===== config.mk =====
export PLATFORM = sky130hd
export DESIGN_NAME = dma_chan_arbiter
export DESIGN_NICKNAME = d
export VERILOG_FILES = /design/src/rtl/arb_pkg.sv /design/src/rtl/arb_prio_select.sv /design/src/rtl/arb_rr_order.sv /design/src/rtl/arb_grant_hold.sv /design/src/rtl/dma_chan_arbiter.sv
export SDC_FILE = /design/constraint.sdc
export NUM_CORES = 1
export LEC_CHECK = 0
export BUFFER_PORTS_ARGS = -buffer_cell sky130_fd_sc_hd__buf_2
export CAP_MARGIN = 20
export CORE_ASPECT_RATIO = 1.4
export CORE_MARGIN = 10
export CORE_UTILIZATION = 55
export DETAILED_ROUTE_END_ITERATION = 8
export GPL_TIMING_DRIVEN = 1
export PLACE_DENSITY = 0.77
export SETUP_SLACK_MARGIN = 0.1
export SKIP_LAST_GASP = 1
export SLEW_MARGIN = 5
export SYNTH_ARGS = -nofsm -noshare
export SYNTH_HDL_FRONTEND = slang
export SYNTH_SLANG_ARGS = --single-unit

===== constraint.sdc =====
create_clock -name clk -period 3.81 [get_ports clk]
set_clock_uncertainty 0.05 [all_clocks]
set_input_delay 0.5715 -clock clk [delete_from_list [all_inputs] [get_ports clk]]
set_output_delay 0.5715 -clock clk [all_outputs]
set_load 0.05 [all_outputs]

===== src/rtl/arb_pkg.sv =====
package arb_pkg;

    localparam int NUM_CH = 4;
    localparam int ID_W   = $clog2(NUM_CH);

    typedef logic [ID_W-1:0]            ch_id_t;
    typedef ch_id_t [NUM_CH-1:0]        order_t;   // index 0 = highest rank
    typedef logic [NUM_CH-1:0]          ch_vec_t;

    typedef enum logic [1:0] {
        MODE_FIX_A  = 2'b00,
        MODE_FIX_B  = 2'b01,
        MODE_FIX_C  = 2'b10,
        MODE_ROTATE = 2'b11
    } arb_mode_e;

    function automatic order_t home_order();
        order_t r;
        for (int p = 0; p < NUM_CH; p++) r[p] = ch_id_t'(p);
        return r;
    endfunction

    function automatic order_t fixed_order(arb_mode_e m);
        order_t r;
        case (m)
            MODE_FIX_B: begin r[0] = 2'd0; r[1] = 2'd2; r[2] = 2'd3; r[3] = 2'd1; end
            MODE_FIX_C: begin r[0] = 2'd2; r[1] = 2'd0; r[2] = 2'd1; r[3] = 2'd3; end
            default:    r = home_order();
        endcase
        return r;
    endfunction

    // Move channel c to the bottom; the rest shift up in their order.
    function automatic order_t demote(order_t o, ch_id_t c);
        order_t       r;
        logic [ID_W:0] w;
        r = o;
        w = '0;
        for (int p = 0; p < NUM_CH; p++) begin
            if (o[p] != c) begin
                r[w[ID_W-1:0]] = o[p];
                w = w + 1'b1;
            end
        end
        r[NUM_CH-1] = c;
        return r;
    endfunction

    function automatic ch_vec_t pick(ch_vec_t rq, order_t o);
        ch_vec_t g;
        logic    found;
        g     = '0;
        found = 1'b0;
        for (int p = 0; p < NUM_CH; p++) begin
            if (!found && rq[o[p]]) begin
                g[o[p]] = 1'b1;
                found   = 1'b1;
            end
        end
        return g;
    endfunction

    function automatic ch_id_t onehot_id(ch_vec_t v);
        ch_id_t id;
        id = '0;
        for (int n = 0; n < NUM_CH; n++) if (v[n]) id = ch_id_t'(n);
        return id;
    endfunction

endpackage


===== src/rtl/arb_prio_select.sv =====
module arb_prio_select
    import arb_pkg::*;
(
    input  arb_mode_e mode,
    input  order_t    rr_order,
    input  ch_vec_t   req,
    output ch_vec_t   winner
);
    order_t eff_order;

    always_comb begin
        eff_order = (mode == MODE_ROTATE) ? rr_order : fixed_order(mode);
        winner    = pick(req, eff_order);
    end

    always_comb begin
        assert_winner_subset_R2: assert ((winner & ~req) == '0);
    end
endmodule


===== src/rtl/arb_rr_order.sv =====
module arb_rr_order
    import arb_pkg::*;
(
    input  logic    clk,
    input  logic    rst,
    input  logic    rr_en,
    input  logic    unit_done,
    input  ch_vec_t req,
    input  ch_vec_t grant,
    output order_t  order_q
);
    logic    unit_end;
    logic    others_idle;
    ch_vec_t present;

    assign unit_end    = rr_en && unit_done && (grant != '0);
    assign others_idle = ((req & ~grant) == '0);

    always_ff @(posedge clk) begin
        if (rst) begin
            order_q <= home_order();
        end else if (unit_end) begin
            order_q <= others_idle ? home_order() : demote(order_q, onehot_id(grant));
        end
    end

    always_comb begin
        present = '0;
        for (int p = 0; p < NUM_CH; p++) present[order_q[p]] = 1'b1;
    end

    assert_perm_R9: assert property (@(posedge clk) disable iff (rst)
        present == '1);
    assert_freeze_R11: assert property (@(posedge clk) disable iff (rst)
        !rr_en |=> $stable(order_q));
    assert_idle_done_R12: assert property (@(posedge clk) disable iff (rst)
        (grant == '0) |=> $stable(order_q));
    assert_fallback_R10: assert property (@(posedge clk) disable iff (rst)
        (rr_en && unit_done && grant != '0 && (req & ~grant) == '0)
        |=> order_q == home_order());
    assert_demote_R9: assert property (@(posedge clk) disable iff (rst)
        (rr_en && unit_done && grant != '0 && (req & ~grant) != '0)
        |=> order_q[NUM_CH-1] == $past(onehot_id(grant)));
endmodule


===== src/rtl/arb_grant_hold.sv =====
module arb_grant_hold
    import arb_pkg::*;
(
    input  logic    clk,
    input  logic    rst,
    input  logic    unit_done,
    input  ch_vec_t req,
    input  ch_vec_t winner,
    output ch_vec_t grant_q
);
    always_ff @(posedge clk) begin
        if (rst) begin
            grant_q <= '0;
        end else if (grant_q == '0) begin
            grant_q <= winner;
        end else if (unit_done) begin
            grant_q <= '0;
        end
    end

    assert_onehot_R2: assert property (@(posedge clk) disable iff (rst)
        $onehot0(grant_q));
    assert_hold_R6: assert property (@(posedge clk) disable iff (rst)
        (grant_q != '0 && !unit_done) |=> $stable(grant_q));
    assert_release_R7: assert property (@(posedge clk) disable iff (rst)
        (grant_q != '0 && unit_done) |=> grant_q == '0);
    assert_load_R7: assert property (@(posedge clk) disable iff (rst)
        (grant_q == '0 && req != '0) |=> grant_q != '0);
    assert_from_req_R7: assert property (@(posedge clk) disable iff (rst)
        (grant_q == '0) |=> (grant_q & ~$past(req)) == '0);
endmodule


===== src/rtl/dma_chan_arbiter.sv =====
module dma_chan_arbiter
    import arb_pkg::*;
(
    input  logic              clk,
    input  logic              rst,
    input  logic [NUM_CH-1:0] req_i,
    input  logic [1:0]        mode_i,
    input  logic              unit_done_i,
    output logic [NUM_CH-1:0] grant_o,
    output logic              grant_valid_o
);
    arb_mode_e mode;
    order_t    rr_order;
    ch_vec_t   winner;
    ch_vec_t   grant;

    assign mode = arb_mode_e'(mode_i);

    arb_prio_select u_select (
        .mode     (mode),
        .rr_order (rr_order),
        .req      (req_i),
        .winner   (winner)
    );

    arb_grant_hold u_hold (
        .clk       (clk),
        .rst       (rst),
        .unit_done (unit_done_i),
        .req       (req_i),
        .winner    (winner),
        .grant_q   (grant)
    );

    arb_rr_order u_order (
        .clk       (clk),
        .rst       (rst),
        .rr_en     (mode == MODE_ROTATE),
        .unit_done (unit_done_i),
        .req       (req_i),
        .grant     (grant),
        .order_q   (rr_order)
    );

    assign grant_o       = grant;
    assign grant_valid_o = |grant;

    assert_reset_R1: assert property (@(posedge clk)
        rst |=> (grant_o == '0 && !grant_valid_o));
endmodule


==> flow_summary_export.csv <==
group,metric,value,unit
timing,setup_tns,0,ns
setup_path,path_cells,"or4b_2, nand2_1, nand2_1, and2_1, ha_1, nand2_1, o22ai_1, mux2_2, mux2i_1, o21ai_0",
final_layout,nets,218,
power_and_ir_drop,fin_total_pwr,499,uW
final_layout,num-fill-cells,239,
drt,num_vias,1504,
cts,worstSkewPairLatency,0.27,ns
floorplan,core_area,2440,um2
final_layout,design_area,1510,um2
cts,cts_buffers,3,
synth,syn-num-nets,216,
synth,ys_async_sr_fraction,0,%
placement,place_hpwl,3.05,mm
timing,min_period,3.10,ns
cts,ctsResizeCount,0,
setup_path,r2r_start,"u_hold.grant_q[3]$_SDFFE_PP0P_",
global_routing,antenna_found_initial,0,
power_and_ir_drop,swShare,42.3,%
power_and_ir_drop,comb_power_share,48.3,%
synth,synth-edff-count,0,
final_layout,final_util,62.0,%
drt,wirelength,3.89,mm
synth,synth_top_flop_cell,"dfxtp_1",
synth,syn_area_per_cell,7.19,um2
setup_path,critPathLaunchType,"flop",
cts,clk_pin_slew_worst_paths,0.08,ns
final_layout,seqCellArea,240,um2
setup_path,worstPathRequired,3.93,ns
setup_path,crit_path_frequent_cell,"nand2_1",
global_routing,grt_max_degree,22,
global_routing,grt_pass1_wl,6.30,mm
cts,postCtsSetupBuffers,0,
setup_path,r2r_slack,0.71,ns
timing,worst_pin_slew,0.727,ns
final_layout,diodes,0,
timing,drv_slew,0,
setup_path,worstRegToRegCells,10,
hold_path,hold_class,"primary input to flop",
drt,wire_per_inst,16.6,um
timing,post-route-period-util,81.4,%
placement,io_buffers,13,
placement,place_congestion,0.983,
power_and_ir_drop,p_leak,0.622,nW
setup_path,slowest_delay,0.73,ns
setup_path,critPathMaxFanout,21,
timing,hold_violations,0,
timing,setup_viol,0,
power_and_ir_drop,netSwitchingPower,211,uW
global_routing,first_global_vias,1379,
hold_path,hold_start,"req_i[3]",
setup_path,crit_family,"simple AND/OR/NAND/NOR gates",
timing,slew_headroom,51.1,%
drt,drc,0,
hold_path,hold_depth,2,
setup_path,end_kind,"flop",
final_layout,drive_gt1_share,13.4,%
synth,postSynthCellCount,200,
synth,yosysWarnings,0,
power_and_ir_drop,power.density,329,nW/um2
timing,rsz0062_at_grt,"false",
global_routing,overflow,0,
cts,cts-htree-levels,1,
cts,ctsHoldBuffers,0,
synth,synth.distinct_cells,50,
drt,drtAntennaViolNets,0,
power_and_ir_drop,intPower,288,uW
drt,drt_pass1_iterations,5,
setup_path,crit_path_top_delay_cell,"or4b_2",
timing,fmax,323,MHz
floorplan,io_pins,14,
floorplan,die_area,5090,um2
final_layout,multi_input_area,1080,um2
cts,cts_sinks,12,
global_routing,grt_usage,14.6,%
hold_path,min_to,"u_hold.grant_q[3]$_SDFFE_PP0P_",
floorplan,start_util,58.9,%
final_layout,syn_to_final_growth,5.22,%
drt,drt_iter0_drc,83,
power_and_ir_drop,pwr-share-seq,30.9,%
power_and_ir_drop,ir_worst_vdd,205,uV
floorplan,die_y,80.5,um
cts,clock_path_buffers,2,
setup_path,path_class,"flop to flop",
outcome,outcome,"finished, final reports clean",
setup_path,timing.rr.end,"u_order.order_q[3]$_SDFFE_PP0P_",
setup_path,worst-path-buf-inv,0,
power_and_ir_drop,clockPowerShare,20.8,%
synth,yosysSeqAreaShare,16.7,%
cts,root_buffer,"clkbuf_4",
drt,viasPerCell,6.40,
cts,cts_tree,"yes",
placement,dp_slack,0.782,ns
floorplan,die_width,63.2,um
floorplan,num_rows,21,
setup_path,critPathArrivalTime,3.22,ns
placement,placed_area,1480,um2
synth,syn-cell-area,1440,um2
synth,ys_ff_latch,12,
timing,fin_ws,0.709,ns
flow_run,max-cap-violations,0,
==> cell type report <==
type | count | area share, %
Multi-Input combinational cell | 161 | 71.7
Sequential cell | 12 | 15.9
Timing Repair Buffer | 14 | 4.79
Tap cell | 34 | 2.81
Inverter | 10 | 2.48
Clock buffer | 4 | 2.40
==> layer usage <==
layer	part of all wire, %	vias up	global-route usage (%)	wire length (um)
li1	-	733	-	-
met1	41	712	16.4	1610
met2	52	49	27.0	2040
met3	3.7	10	1.94	144
met4	2.4	0	6.36	93
met5	0	-	0	0
==> cell usage in the layout (no fill, tap or decap), drive strengths merged, types with 3 or more instances in the layout <==
cell,n
o21ai,11
nor2b,3
inv,10
a211o,3
nand3,7
nor2,14
mux2i,8
a32oi,3
or3,5
and2,3
ha,7
and3,5
mux2,4
o31ai,3
a22oi,3
nor3,9
buf,14
a21oi,11
dfxtp,12
nand2,23
clkbuf,4
nand2b,9
==> state kept, by name, indices dropped and copies added, names as in the netlist <==
signal / cells
u_order.order_q: 8
u_hold.grant_q: 4
==> how the worst max path moves through the flow <==
stage / end / cells after the start / slack, ns / startpoint
global placement: u_hold.grant_q[3]$_SDFFE_PP0P_ / 8 / 0.92 / mode_i[1]
global route: u_order.order_q[3]$_SDFFE_PP0P_ / 10 / 0.61 / u_hold.grant_q[3]$_SDFFE_PP0P_
detailed placement: u_order.order_q[3]$_SDFFE_PP0P_ / 10 / 0.78 / u_hold.grant_q[3]$_SDFFE_PP0P_
floorplan: u_order.order_q[3]$_SDFFE_PP0P_ / 12 / 0.57 / u_hold.grant_q[1]$_SDFFE_PP0P_
CTS: u_order.order_q[3]$_SDFFE_PP0P_ / 10 / 0.76 / u_hold.grant_q[3]$_SDFFE_PP0P_
finish: u_order.order_q[3]$_SDFFE_PP0P_ / 10 / 0.71 / u_hold.grant_q[3]$_SDFFE_PP0P_
==> synthesized netlist by cell type (all sizes together) (4+ instances only) <==
cell | count | area, um2
dfxtp | 12 | 240
mux2i | 8 | 80.1
o21ai | 11 | 55.1
nand2 | 23 | 86.3
and3 | 5 | 31.3
clkbuf | 11 | 41.3
nor2 | 14 | 52.6
mux2 | 4 | 48.8
or3 | 5 | 31.3
a21oi | 11 | 55.1
nand2b | 9 | 56.3
ha | 7 | 87.6
nand3 | 7 | 35.0
nor3 | 9 | 45.0
buf | 6 | 35.0
inv | 10 | 37.5
==> power groups by stage <==
stage | logic, mW | clock network (mW) | registers, mW
after global routing | 0.260 | 0.109 | 0.156
after detailed placement | 0.236 | 0 | 0.156
final | 0.241 | 0.104 | 0.154
after floorplan | 0.186 | 0 | 0.157
after global placement | 0.228 | 0 | 0.155
after CTS | 0.238 | 0.104 | 0.153
==> cells by family after synthesis <==
group           Yosys count  synth area share [%]
mux                      14                  12.1
flops                    12                  16.7
fa+ha+maj                 7                  6.09
simple gates             88                  32.2
buf+inv                  27                  7.91
compound gates           52                  25.0
==> metrics by stage <==
step / cells / hold WS [ns]
6_report: 235 / 0.526
5_1_grt: 235 / 0.523
4_1_cts: 235 / 0.516
3_5_place_dp: 231 / 0.509
3_3_place_gp: 231 / 0.514
2_1_floorplan: 200 / 0.492
No activity file was read; power rests on OpenSTA's default activity.
